File: config.mk
export PLATFORM = sky130hd
export DESIGN_NAME = amo_unit
export DESIGN_NICKNAME = d
export VERILOG_FILES = /design/src/rtl/amo_pkg.sv /design/src/rtl/amo_operand_ext.sv /design/src/rtl/amo_alu.sv /design/src/rtl/amo_unit.sv
export SDC_FILE = /design/constraint.sdc
export NUM_CORES = 1
export LEC_CHECK = 0
export ABC_CLOCK_PERIOD_IN_PS = 8700
export BUFFER_PORTS_ARGS = -buffer_cell sky130_fd_sc_hd__clkbuf_2
export CAP_MARGIN = 20
export CORE_ASPECT_RATIO = 0.7
export CORE_MARGIN = 5
export CORE_UTILIZATION = 57
export CTS_CLUSTER_DIAMETER = 30
export DETAILED_ROUTE_END_ITERATION = 7
export MAX_ROUTING_LAYER = met4
export PLACE_DENSITY_LB_ADDON = 0.05
export SLEW_MARGIN = 20
export SYNTH_ARGS = -nofsm -noshare
export SYNTH_HDL_FRONTEND = slang
export SYNTH_SLANG_ARGS = --single-unit
File: constraint.sdc
create_clock -name clk_i -period 8.7 [get_ports clk_i]
set_clock_uncertainty 0.2 [all_clocks]
set_input_delay 0.87 -clock clk_i [delete_from_list [all_inputs] [get_ports clk_i]]
set_output_delay 0.87 -clock clk_i [all_outputs]
set_load 0.005 [all_outputs]
File: src/rtl/amo_pkg.sv
package amo_pkg;
  typedef enum logic [3:0] {
    OP_SWAP = 4'd0, OP_ADD = 4'd1, OP_XOR = 4'd2, OP_AND = 4'd3, OP_OR = 4'd4,
    OP_MIN = 4'd5, OP_MAX = 4'd6, OP_MINU = 4'd7, OP_MAXU = 4'd8
  } amo_op_e;

  typedef enum logic [1:0] {SZ_B = 2'd0, SZ_H = 2'd1, SZ_W = 2'd2, SZ_D = 2'd3} amo_size_e;

  typedef enum logic [2:0] {ST_IDLE, ST_READ, ST_WRITE, ST_DONE, ST_FAULT} amo_state_e;

  localparam int CAUSE_W = 8;
  localparam logic [CAUSE_W-1:0] CAUSE_NONE     = 8'd0;
  localparam logic [CAUSE_W-1:0] CAUSE_ILLEGAL  = 8'd2;
  localparam logic [CAUSE_W-1:0] CAUSE_MISALIGN = 8'd4;
  localparam logic [CAUSE_W-1:0] CAUSE_ACCESS   = 8'd7;
  localparam logic [3:0] OP_LAST = 4'd8;

  function automatic logic op_unsigned(amo_op_e op);
    return (op == OP_MINU) || (op == OP_MAXU);
  endfunction
endpackage

File: src/rtl/amo_operand_ext.sv
module amo_operand_ext #(
  parameter int XLEN = 64
) (
  input  logic            is_word_i,
  input  logic            unsigned_i,
  input  logic [XLEN-1:0] rs2_i,
  input  logic [XLEN-1:0] ld_i,
  output logic [XLEN-1:0] opa_o,
  output logic [XLEN-1:0] opb_o,
  output logic [XLEN-1:0] rd_val_o
);
  localparam int WB = 32;

  always_comb begin
    if (is_word_i) begin
      opa_o    = unsigned_i ? XLEN'(rs2_i[WB-1:0]) : XLEN'($signed(rs2_i[WB-1:0]));
      opb_o    = unsigned_i ? XLEN'(ld_i[WB-1:0])  : XLEN'($signed(ld_i[WB-1:0]));
      // destination is sign-extended regardless of op
      rd_val_o = XLEN'($signed(ld_i[WB-1:0]));
    end else begin
      opa_o    = rs2_i;
      opb_o    = ld_i;
      rd_val_o = ld_i;
    end
  end
endmodule

File: src/rtl/amo_alu.sv
module amo_alu
  import amo_pkg::*;
#(
  parameter int XLEN = 64
) (
  input  amo_op_e         op_i,
  input  logic [XLEN-1:0] opa_i,
  input  logic [XLEN-1:0] opb_i,
  output logic [XLEN-1:0] res_o
);
  logic slt, ult;

  assign slt = $signed(opa_i) < $signed(opb_i);
  assign ult = opa_i < opb_i;

  always_comb begin
    unique case (op_i)
      OP_SWAP: res_o = opa_i;
      OP_ADD:  res_o = opa_i + opb_i;
      OP_XOR:  res_o = opa_i ^ opb_i;
      OP_AND:  res_o = opa_i & opb_i;
      OP_OR:   res_o = opa_i | opb_i;
      OP_MIN:  res_o = slt ? opa_i : opb_i;
      OP_MAX:  res_o = slt ? opb_i : opa_i;
      OP_MINU: res_o = ult ? opa_i : opb_i;
      OP_MAXU: res_o = ult ? opb_i : opa_i;
      default: res_o = opa_i;
    endcase
  end
endmodule

File: src/rtl/amo_unit.sv
module amo_unit
  import amo_pkg::*;
#(
  parameter int XLEN = 64,
  parameter int AW   = 64
) (
  input  logic               clk_i,
  input  logic               rst_ni,
  input  logic               start_i,
  input  logic [3:0]         op_i,
  input  logic [1:0]         width_i,
  input  logic [AW-1:0]      addr_i,
  input  logic [XLEN-1:0]    rs2_i,
  input  logic               aq_i,
  input  logic               rl_i,
  output logic               mem_req_o,
  output logic               mem_we_o,
  output logic [AW-1:0]      mem_addr_o,
  output logic [1:0]         mem_size_o,
  output logic [XLEN-1:0]    mem_wdata_o,
  output logic               mem_aq_o,
  output logic               mem_rl_o,
  input  logic               mem_rvalid_i,
  input  logic [XLEN-1:0]    mem_rdata_i,
  input  logic               mem_err_i,
  output logic               done_o,
  output logic               fault_o,
  output logic [CAUSE_W-1:0] cause_o,
  output logic               rd_we_o,
  output logic [XLEN-1:0]    rd_data_o
);
  localparam int  WB      = 32;
  localparam bit  DW_OK   = (XLEN == 64);

  amo_state_e           state_q, state_d;
  amo_op_e              op_q;
  amo_size_e            size_q;
  logic [AW-1:0]        addr_q;
  logic [XLEN-1:0]      rs2_q, ld_q;
  logic                 aq_q, rl_q;
  logic [CAUSE_W-1:0]   cause_q, cause_d;

  logic                 size_ok, op_ok, align_ok, is_word;
  logic [XLEN-1:0]      opa, opb, rd_val, alu_res;

  assign size_ok  = (width_i == SZ_W) || (DW_OK && width_i == SZ_D);
  assign op_ok    = op_i <= OP_LAST;
  assign align_ok = (width_i == SZ_W) ? (addr_i[1:0] == 2'b00) : (addr_i[2:0] == 3'b000);
  assign is_word  = (size_q == SZ_W);

  always_comb begin
    state_d = state_q;
    cause_d = cause_q;
    unique case (state_q)
      ST_IDLE:
        if (start_i) begin
          if (!size_ok || !op_ok) begin
            state_d = ST_FAULT; cause_d = CAUSE_ILLEGAL;
          end else if (!align_ok) begin
            state_d = ST_FAULT; cause_d = CAUSE_MISALIGN;
          end else begin
            state_d = ST_READ;  cause_d = CAUSE_NONE;
          end
        end
      ST_READ:
        if (mem_rvalid_i) begin
          state_d = mem_err_i ? ST_FAULT : ST_WRITE;
          if (mem_err_i) cause_d = CAUSE_ACCESS;
        end
      ST_WRITE:
        if (mem_rvalid_i) begin
          state_d = mem_err_i ? ST_FAULT : ST_DONE;
          if (mem_err_i) cause_d = CAUSE_ACCESS;
        end
      default: state_d = ST_IDLE;
    endcase
  end

  always_ff @(posedge clk_i or negedge rst_ni) begin
    if (!rst_ni) begin
      state_q <= ST_IDLE;
      cause_q <= CAUSE_NONE;
      op_q    <= OP_SWAP;
      size_q  <= SZ_W;
      addr_q  <= '0;
      rs2_q   <= '0;
      aq_q    <= 1'b0;
      rl_q    <= 1'b0;
      ld_q    <= '0;
    end else begin
      state_q <= state_d;
      cause_q <= cause_d;
      if (state_q == ST_IDLE && start_i) begin
        op_q   <= amo_op_e'(op_i);
        size_q <= amo_size_e'(width_i);
        addr_q <= addr_i;
        rs2_q  <= rs2_i;
        aq_q   <= aq_i;
        rl_q   <= rl_i;
      end
      if (state_q == ST_READ && mem_rvalid_i && !mem_err_i) ld_q <= mem_rdata_i;
    end
  end

  amo_operand_ext #(.XLEN(XLEN)) u_ext (
    .is_word_i (is_word),
    .unsigned_i(op_unsigned(op_q)),
    .rs2_i     (rs2_q),
    .ld_i      (ld_q),
    .opa_o     (opa),
    .opb_o     (opb),
    .rd_val_o  (rd_val)
  );

  amo_alu #(.XLEN(XLEN)) u_alu (
    .op_i (op_q),
    .opa_i(opa),
    .opb_i(opb),
    .res_o(alu_res)
  );

  assign mem_req_o   = (state_q == ST_READ) || (state_q == ST_WRITE);
  assign mem_we_o    = (state_q == ST_WRITE);
  assign mem_addr_o  = addr_q;
  assign mem_size_o  = size_q;
  assign mem_wdata_o = is_word ? XLEN'(alu_res[WB-1:0]) : alu_res;
  // read: aq / aq&rl ; write: aq&rl / rl
  assign mem_aq_o    = (state_q == ST_READ) ? aq_q : (mem_we_o & aq_q & rl_q);
  assign mem_rl_o    = (state_q == ST_READ) ? (aq_q & rl_q) : (mem_we_o & rl_q);

  assign done_o    = (state_q == ST_DONE) || (state_q == ST_FAULT);
  assign fault_o   = (state_q == ST_FAULT);
  assign cause_o   = fault_o ? cause_q : CAUSE_NONE;
  assign rd_we_o   = (state_q == ST_DONE);
  assign rd_data_o = rd_we_o ? rd_val : '0;


  done_pulse_chk: assert property (@(posedge clk_i) disable iff (!rst_ni)
    done_o |=> !done_o);


  rd_fault_excl_chk: assert property (@(posedge clk_i) disable iff (!rst_ni)
    rd_we_o |-> (done_o && !fault_o && $past(mem_we_o && mem_rvalid_i && !mem_err_i)));


  req_aligned_chk: assert property (@(posedge clk_i) disable iff (!rst_ni)
    mem_req_o |-> ((mem_size_o == SZ_W && mem_addr_o[1:0] == 2'b00) ||
                   (mem_size_o == SZ_D && mem_addr_o[2:0] == 3'b000)));


  word_wdata_chk: assert property (@(posedge clk_i) disable iff (!rst_ni)
    (mem_req_o && mem_we_o && mem_size_o == SZ_W) |-> ((mem_wdata_o >> WB) == '0));


  rd_sext_chk: assert property (@(posedge clk_i) disable iff (!rst_ni)
    (rd_we_o && size_q == SZ_W) |->
      (rd_data_o[XLEN-1:WB-1] == '0 || rd_data_o[XLEN-1:WB-1] == '1));


  write_after_read_chk: assert property (@(posedge clk_i) disable iff (!rst_ni)
    (mem_we_o && !$past(mem_we_o)) |-> $past(mem_rvalid_i && !mem_err_i));


  wr_order_chk: assert property (@(posedge clk_i) disable iff (!rst_ni)
    (mem_req_o && mem_we_o && mem_aq_o) |-> mem_rl_o);


  rd_order_chk: assert property (@(posedge clk_i) disable iff (!rst_ni)
    (mem_req_o && !mem_we_o && mem_rl_o) |-> mem_aq_o);
endmodule

Word level (Yosys, flattened, before mapping)
Cells that the tools add are included.
{"block": "word_totals", "input_bits": 205, "out_inout_bits": 209, "reg_bits": 211}
{"block": "op_classes", "order_cmp": 3, "n_eq_ne": 20, "n_reduce_logical": 18, "n_addsub": 1, "bitwise_logic": 7, "mux": 30}
{"op": "64-bit 2-to-1 mux", "n": 11}
{"op": "64-bit one-hot mux with 8 select lines", "n": 1}
{"op": "64-bit less-than comparator", "n": 2}
{"op": "64-bit adder", "n": 1}
{"op": "64-bit AND", "n": 1}
{"op": "64-bit bitwise OR", "n": 1}
{"op": "64-bit bitwise XOR", "n": 1}
{"op": "8-bit 2-to-1 mux", "n": 4}
{"op": "3-bit 2-to-1 mux", "n": 9}
{"op": "4-bit by 3-bit equality test with 1-bit output, second input constant", "n": 4}
{"op": "8-bit one-hot mux with 2 select lines", "n": 1}
{"op": "3-bit one-hot mux with 3 select lines", "n": 1}
{"op": "4-bit by 2-bit equality test with 1-bit output, second input constant", "n": 2}
{"op": "2-bit equality test, second input constant", "n": 3}
{"op": "3-bit by 2-bit equality test with 1-bit output, second input constant", "n": 2}
{"op": "3-bit zero test", "n": 2}
{"op": "2-bit by 1-bit != test with 1-bit output, second input constant", "n": 3}
{"op": "1-bit logical OR", "n": 5}
{"op": "1-bit AND", "n": 4}
{"op": "4-bit by 1-bit equality test with 1-bit output, second input constant", "n": 1}
{"op": "4-bit equality test, second input constant", "n": 1}
{"op": "4-bit <= comparator, second input constant", "n": 1}
{"op": "2-bit != test, second input constant", "n": 2}
{"op": "4-bit AND reduction", "n": 1}
{"op": "other kinds (9)", "n": 15}

Depth between registers and ports, before layout
Gate-level depths: netlist of run 1.
{"block": "logic_depth", "depth_word": 8, "mapped_depth": 23, "ltp_nobuf": 16}

Modules after synthesis
From an unflattened synthesis of run 1, not the netlist that was laid out.
{"block": "hier_totals", "hier_cells": 2349, "area_unflattened_um2": 20098.0}
{"module": "amo_alu", "instances": 1, "area_each_um2": 9616.7, "cells_each": 1481, "seq_area_each_um2": 0.0}
{"module": "amo_unit", "instances": 1, "area_each_um2": 8730.9, "cells_each": 593, "seq_area_each_um2": 5156.2}
{"module": "amo_operand_ext", "instances": 1, "area_each_um2": 1750.4, "cells_each": 275, "seq_area_each_um2": 0.0}

Least setup slack after synthesis of run 1
Ideal clock, no wire load.
{"block": "synth_path", "path_type": "register to output", "start": "register op_q[1]", "end": "output port mem_wdata_o[35]", "setup_slack_ns": 2.367, "arrival_ns": 5.263, "path_buffers": 5, "stages_incl_launch_ff": 21, "cell_sequence": "dfrtp_1 nor3_1 nand2_1 a31oi_1 clkbuf_1 clkbuf_1 nor2_1 ha_1 buf_2 or3_1 or3_1 nor4_2 and4b_1 o211a_1 nor3_2 buf_6 xnor2_1 buf_2 mux2i_1 o21ai_0 o221a_2"}
{"block": "synth_via", "elab_chain_cells": 8, "word_cells_on_any_way": 25, "cone_classes": "add/sub (1); order compare (2); eq/ne (8); mux (10); bitwise (3); reduce/logical (1)"}
{"element": "start, declared", "line_no": "amo_unit.sv:36", "rtl": "amo_op_e op_q;"}
{"element": "start signal, assigned", "line_no": "amo_unit.sv:94", "rtl": "op_q <= amo_op_e'(op_i);"}
{"element": "4-bit by 3-bit equality test with 1-bit output or 4-bit equality test (tied branches)", "line_no": "amo_pkg.sv:19, amo_alu.sv:17"}
{"element": "1-bit logical OR", "line_no": "amo_pkg.sv:19", "rtl": "return (op == OP_MINU) || (op == OP_MAXU);"}
{"element": "64-bit 2-to-1 mux (on tied branches)", "line_no": "amo_operand_ext.sv:16, amo_operand_ext.sv:17"}
{"element": "64-bit 2-to-1 mux", "line_no": "amo_operand_ext.sv:15", "rtl": "if (is_word_i) begin"}
{"element": "64-bit less-than comparator (on tied branches)", "line_no": "amo_alu.sv:14, amo_alu.sv:13"}
{"element": "64-bit 2-to-1 mux (on tied branches)"}
{"element": "64-bit one-hot mux with 8 select lines *", "line_no": "amo_alu.sv:17", "rtl": "unique case (op_i)"}
{"element": "64-bit 2-to-1 mux *", "line_no": "amo_unit.sv:126", "rtl": "assign mem_wdata_o = is_word ? XLEN'(alu_res[WB-1:0]) : alu_res;"}
{"element": "end, declared", "line_no": "amo_unit.sv:20", "rtl": "output logic [XLEN-1:0] mem_wdata_o,"}
Every way passes the cells marked *; elsewhere a longest branch is shown, timed or not.

Final worst setup path of run 1
{"block": "layout_path", "start": "register op_q[0]", "end": "output port mem_wdata_o[45]"}
The elaborated chain is that of the path after synthesis.

==> results of run 1 <==
cell families (layout without fill, tap and decap cells):
| group | Yosys count | in the layout | share of synthesized area, % |
|---|---|---|---|
| muxes | 213 | 213 | 12.27 |
| DFF | 206 | 206 | 26.72 |
| other | 1 | 6 | 0.01943 |
| and+or+nand+nor | 647 | 647 | 15.18 |
| adders and majority gates | 193 | 193 | 12.55 |
| buffers and inverters | 347 | 706 | 7.184 |
| AOI/OAI and AO/OA | 744 | 744 | 24.80 |
| xor gates and xnor gates | 28 | 28 | 1.271 |
cells in the final DEF, fill, tap and decap left out, types with 42 or more instances in the layout:
cell,instances
a221oi_1,48
nor3_1,65
inv_1,167
clkbuf_16,42
clkbuf_2,407
buf_4,52
nand2_1,171
o21ai_0,182
dfrtp_1,205
a21oi_1,198
mux2i_1,42
ha_1,192
mux2_2,169
nor2_1,239
worst register-to-register path, stage by stage, from the launching register on:
cell     delay [ps]
dfrtp_1         620
nor4b_2         360
buf_4           440
buf_4           920
mux2_2          520
through the flow:
step / std cells / cell area (um2) / setup WS (ps) / utilization (%) / hold WS [ps]
detailed placement: 3101 / 21650 / 1087 / 64.78 / 296.0
floorplan: 2383 / 19310 / 2367 / - / 280.2
finish: 3178 / 23090 / 155.7 / 69.10 / 128.4
CTS: 3175 / 23060 / 362.9 / 68.98 / 146.5
global placement: 3101 / 21650 / 1357 / 64.78 / 288.2
global route: 3178 / 23090 / 116.5 / 69.10 / 173.6
registers in the layout (all words and copies together) (netlist names):
name	flops
state_q	3
ld_q	64
mem_addr_o	64
op_q	4
cause_q	3
rs2_q	64
aq_q	1
rl_q	1
mem_size_o	2
final timing paths:
| check | from | end | slack [ps] | cells after the start |
|---|---|---|---|---|
| setup / recovery | op_q[0]$_DFFE_PN0P_ | mem_wdata_o[45] | 160 | 20 |
| max in group asynchronous | rst_ni | mem_addr_o[24]$_DFFE_PN0P_ | 6030 | 3 |
| min in group clk_i | ld_q[48]$_DFFE_PN0P_ | ld_q[48]$_DFFE_PN0P_ | 310 | 1 |
| setup reg to reg | state_q[2]$_DFFE_PN0P_ | rs2_q[32]$_DFFE_PN0P_ | 5530 | 4 |
| hold / removal | rst_ni | rs2_q[0]$_DFFE_PN0P_ | 130 | 1 |
| hold reg to reg | ld_q[48]$_DFFE_PN0P_ | ld_q[48]$_DFFE_PN0P_ | 310 | 1 |
synthesized netlist by cell type, types with 8 or more instances:
| master | number | area (um2) |
|---|---|---|
| nor2b_1 | 14 | 87.58 |
| a21o_1 | 34 | 255.2 |
| o22ai_1 | 25 | 156.4 |
| o211a_1 | 8 | 80.08 |
| xnor2_1 | 22 | 192.7 |
| nand2_1 | 172 | 645.6 |
| inv_1 | 167 | 626.9 |
| mux2i_1 | 42 | 420.4 |
| a221o_1 | 10 | 100.1 |
| nand3_1 | 39 | 195.2 |
| o211ai_1 | 28 | 210.2 |
| o21ai_1 | 12 | 60.06 |
| ha_1 | 192 | 2402 |
| dfrtp_1 | 205 | 5130 |
| nor3_1 | 65 | 325.3 |
| a211o_1 | 8 | 70.07 |
| o21bai_1 | 18 | 135.1 |
| and2_1 | 13 | 81.33 |
| a211oi_1 | 18 | 135.1 |
| a31oi_1 | 32 | 200.2 |
| buf_1 | 9 | 33.78 |
| o21a_1 | 8 | 60.06 |
| nand4_1 | 18 | 112.6 |
| a221oi_1 | 48 | 420.4 |
| clkbuf_1 | 137 | 514.2 |
| a21oi_1 | 198 | 991.0 |
| or3_1 | 10 | 62.56 |
| or2_2 | 11 | 68.82 |
| o221ai_1 | 11 | 96.34 |
| a2111oi_0 | 9 | 78.83 |
| nor4_1 | 12 | 75.07 |
| a22oi_1 | 26 | 195.2 |
| mux2_2 | 169 | 1903 |
| o2111ai_1 | 8 | 70.07 |
| o31ai_1 | 18 | 135.1 |
| nor2_1 | 240 | 900.9 |
| and3_1 | 17 | 106.4 |
| buf_4 | 11 | 82.58 |
| o221a_2 | 8 | 90.09 |
| nand2b_1 | 15 | 93.84 |
| o21ai_0 | 182 | 910.9 |
| buf_2 | 17 | 85.08 |
power by group through the flow:
stage / Combinational (mW) / Sequential (mW) / Clock, mW
floorplan: 3.33 / 1.38 / 0
global placement: 4.91 / 1.43 / 0
global route: 5.61 / 1.49 / 1.68
finish: 5.26 / 1.46 / 1.61
CTS: 5.05 / 1.45 / 1.63
detailed placement: 4.98 / 1.45 / 0
final cells by class:
type | count | area, um2
inverters | 169 | 634.4
clock buffers | 48 | 1074
flip-flops and latches | 206 | 5156
fillers | 2638 | 10330
clock inverters | 26 | 332.8
multi-input cells | 1830 | 12850
diodes | 1 | 2.502
repair buffers | 463 | 2497
well taps | 435 | 544.3
routing by layer:
| metal | GRT usage (%) | part of all wire [%] | up-vias |
|---|---|---|---|
| met1 | 53.75 | 40 | 10167 |
| met5 | - | 0 | - |
| met3 | 8.917 | 11 | 284 |
| li1 | - | - | 9236 |
| met4 | 14.17 | 3.7 | 0 |
| met2 | 61.80 | 45 | 1510 |
==> results.md, run 1 <==
* Wire per inst at 24.73 um
* DR pass1 iterations at 6
* Final TNS setup at 0 ps
* CTS buffer count at 41
* Die width at 229.9 um
* Worst path max stage delay at 800 ps
* Worst-path clk slew at 50 ps
* Hold WC Path Type: in2async
* Setup crit start kind: register
* Slew Limit Fails at 0
* Layout cells sized above 1 at 27.17%
* Sw Share at 50.35%
* Post_cts resized at 0
* Clk_lat worst skew at 530 ps
* CTS Root Cell: clkbuf_16
* CP Max Fanout at 17
* Area growth, synth to finish at 19.67%
* Worst-margin pin slew at 1200 ps
* Setup Fix Bufs, Post-CTS at 0
* Logic pwr share at 63.1%
* Minimum clock period at 8544 ps
* Initial core utilization at 57.74%
* Sequential share of power at 17.6%
* Vias in the first global route at 20609
* Final count of hold timing violations at 0
* Syn Inst Count at 2379
* RSZ-0062 raised after global routing: false
* Ys Warns at 0
* Switching power at 4.195 mW
* Critical path class: reg2out
* Clock buffer depth at 3
* Post-CTS Hold Fix Bufs at 0
* Full die area at 37690 um2
* Slowest CP cell: o31ai_1
* Boundary pin count at 414
* Pint at 4.137 mW
* Nets at 3109
* Clock sink count at 206
* Clock share of power at 19.4%
* # setup viols final at 0
* Site Rows at 56
* Post-synth EDFFs at 0
* Sequential element share of the synthesized area at 26.72%
* Average size of a mapped cell at 8.111 um2
* Global route overflow at 0
* Pwr dens at 360.8 nW/um2
* Crit path buffers/inverters at 5
* Initial antenna violation count at 1
* Core Box Area at 33420 um2
* # DRC at 0
* Placer Congestion at 1.022
* Crit end category: primary output
* First-pass GRT wire length at 118.4 mm
* Ys flop type: dfrtp_1
* DPL Wire Length at 56.55 mm
* Post-synth ARST share at 100.0%
* Power, Total at 8.333 mW
* WP data required at 7630 ps
* Synth unique cells at 84
* P_leak at 11.08 nW
* Mapped Area at 19300 um2
* Initial drt markers at 2739
* Peak supply drop at 0.0002713 V
* Final wirelength at 78.60 mm
* Maxcap violations at 0
* Crit path max-delay family: simple AND/OR/NAND/NOR gates
* CTS tree: done
* Antenna Violating Nets Remaining at 0
* Tcrit/Tclk final at 98.21%
* DR vias at 21197
* Number of synthesized register bits at 206
* Highest clock rate at 117.0 MHz
* Status: complete, no violations
* H-tree depth at 2
* Crit path arrival time at 7470 ps
* I/O Buffers at 408
* Critical path, cell by cell: nor3_1, buf_4, and2_0, o31ai_1, o21ai_1, inv_1, ha_1, nor4_1, nand4b_1, nor4_2, and4b_1, o211a_1, nor3_4, buf_8, buf_4, xnor2_2, nor3_1, a211o_1, o221a_2, clkbuf_2
* Largest net degree at the start of global routing at 84
* Vias per Instance at 6.670
* DIE HEIGHT at 163.9 um
* Max_slew headroom at 19.18%
* GRT Overall Usage at 40.48%
(Power assumes the default switching activity.)
==> inputs of run 2 (changes only) <==
--- a/config.mk
+++ b/config.mk
@@ -9,8 +9,8 @@
 export BUFFER_PORTS_ARGS = -buffer_cell sky130_fd_sc_hd__clkbuf_2
 export CAP_MARGIN = 20
 export CORE_ASPECT_RATIO = 0.7
-export CORE_MARGIN = 5
-export CORE_UTILIZATION = 57
+export CORE_MARGIN = 10
+export CORE_UTILIZATION = 50
 export CTS_CLUSTER_DIAMETER = 30
 export DETAILED_ROUTE_END_ITERATION = 7
 export MAX_ROUTING_LAYER = met4
==> constraint.sdc (replaced) <==
create_clock -name clk_i -period 8.7 [get_ports clk_i]
set_clock_uncertainty 0.2 [all_clocks]
set_input_delay 1.305 -clock clk_i [delete_from_list [all_inputs] [get_ports clk_i]]
set_output_delay 1.305 -clock clk_i [all_outputs]
set_load 0.005 [all_outputs]
==> results.md, run 2 (synthesis results as in run 1) <==
* Maxcap violations at 0
* Final TNS setup at 0 ps
* Highest clock rate at 118.4 MHz
* Global route overflow at 0
* I/O Buffers at 408
* Vias per Instance at 6.229
* Vias in the first global route at 20009
* Status: complete, no violations
* RSZ-0062 raised after global routing: false
* Crit path arrival time at 6940 ps
* Pint at 4.218 mW
* Switching power at 4.111 mW
* Logic pwr share at 62.1%
* CTS Root Cell: clkbuf_16
* Worst-margin pin slew at 1126 ps
* Fin util at 60.71%
* Pwr dens at 358.4 nW/um2
* Reg2reg start: state_q[2]$_DFFE_PN0P_
* Clock sink count at 206
* Clock buffer depth at 3
* Max_slew headroom at 24.92%
* Largest net degree at the start of global routing at 94
* Critical path class: reg2out
* H-tree depth at 2
* Setup Fix Bufs, Post-CTS at 0
* Setup crit start kind: register
* Final count of hold timing violations at 0
* Layout cells sized above 1 at 27.04%
* # DRC at 0
* Clk_lat worst skew at 550 ps
* Minimum clock period at 8448 ps
* DR vias at 20156
* First-pass GRT wire length at 118.0 mm
* Initial antenna violation count at 3
* Hold Path Stages at 1
* Wire per inst at 24.05 um
* Initial core utilization at 50.40%
* Peak supply drop at 0.0002104 V
* Commonest non-fill, non-tap cell in the layout: clkbuf_2
* P_leak at 11.08 nW
* DR pass1 iterations at 8
* CTS buffer count at 44
* Site Rows at 60
* Hold WC Path Type: reg2reg
* Placer Congestion at 1.017
* DIE HEIGHT at 184.4 um
* Full die area at 46980 um2
* Initial drt markers at 2147
* WP data required at 7190 ps
* CTS tree: done
* CP Max Fanout at 11
* Commonest non-fill, non-tap cells in the layout: 407 x clkbuf_2, 239 x nor2_1, 205 x dfrtp_1
* Sw Share at 49.35%
* Final wirelength at 77.83 mm
* Worst-path clk slew at 50 ps
* GRT Overall Usage at 32.70%
* Area growth, synth to finish at 20.45%
* Antenna Violating Nets Remaining at 0
* Core Box Area at 38290 um2
* Slew Limit Fails at 0
* Tcrit/Tclk final at 97.10%
* Post_cts resized at 0
* R2R cell count at 5
* Nets at 3100
* Hold path startpoint: mem_addr_o[55]$_DFFE_PN0P_
* Sequential share of power at 17.2%
* DPL Wire Length at 57.39 mm
* Crit path launch: op_q[3]$_DFFE_PN0P_
* Clock share of power at 20.7%
* Boundary pin count at 414
* Post-CTS Hold Fix Bufs at 0
* Die width at 254.8 um
* # setup viols final at 0
* Crit end category: primary output
run 2: changes by cell type in the layout (fill, tap and decap cells not counted), moves of 2 or more:
cell,delta
buf_4,-14
clkbuf_8,+4
clkinv_4,-4
clkinvlp_4,+4
buf_12,+3
clkbuf_16,+2
diode_2,+2
run 2: worst paths after layout:
kind	to	slack, ps
max in group asynchronous	mem_addr_o[43]$_DFFE_PN0P_	6410
min in group asynchronous	rs2_q[23]$_DFFE_PN0P_	600
worst min register to register	mem_addr_o[55]$_DFFE_PN0P_	310
worst max register to register	mem_addr_o[26]$_DFFE_PN0P_	5590
worst min-delay path	mem_addr_o[55]$_DFFE_PN0P_	310
worst max-delay path	mem_wdata_o[55]	250
run 2: metal layers:
layer / routed length [um] / track usage, %
met1: 33730 / 43.03
met2: 34960 / 49.56
met3: 6700 / 7.093
met4: 2434 / 10.04
met5: 0 / -
run 2: critical path, cell delays in order, from the launching register on:
cell,delay [ps]
dfrtp_1,500
and3b_1,410
and2_1,610
o31ai_1,230
buf_4,220
o21ai_1,300
inv_1,100
ha_1,550
inv_1,150
a21oi_1,310
a21oi_1,120
or4_1,570
o211a_1,280
nor3_4,330
mux2i_4,380
a21boi_1,710
o22ai_1,200
o221a_2,270
clkbuf_2,130
run 2: cell type report:
class | count | area, um2
Fill cell | 3470 | 15040
Timing Repair Buffer | 451 | 2437
Clock inverter | 27 | 340.3
Sequential cell | 206 | 5156
Inverter | 169 | 634.4
Tap cell | 496 | 620.6
Clock buffer | 54 | 1179
Multi-Input combinational cell | 1830 | 12870
Antenna cell | 3 | 7.507
run 2: power groups by stage:
stage	Combinational (mW)	Clock [mW]	Sequential, mW
2_1_floorplan	3.33	0	1.38
3_3_place_gp	4.96	0	1.42
3_5_place_dp	5.01	0	1.43
4_1_cts	5.05	1.75	1.43
5_1_grt	5.58	1.81	1.47
6_report	5.17	1.73	1.43
run 2: metrics by stage:
step	total power, mW	instances	cell area, um2	hold slack, ps	worst slack [ps]
after floorplan	4.710	2383	19310	280.2	1932
after global placement	6.385	3151	21700	288.4	1126
after detailed placement	6.450	3151	21700	294.7	1056
after CTS	8.221	3232	23220	306.4	460.6
after global routing	8.853	3236	23240	311.3	97.50
final	8.329	3236	23240	305.1	252.2
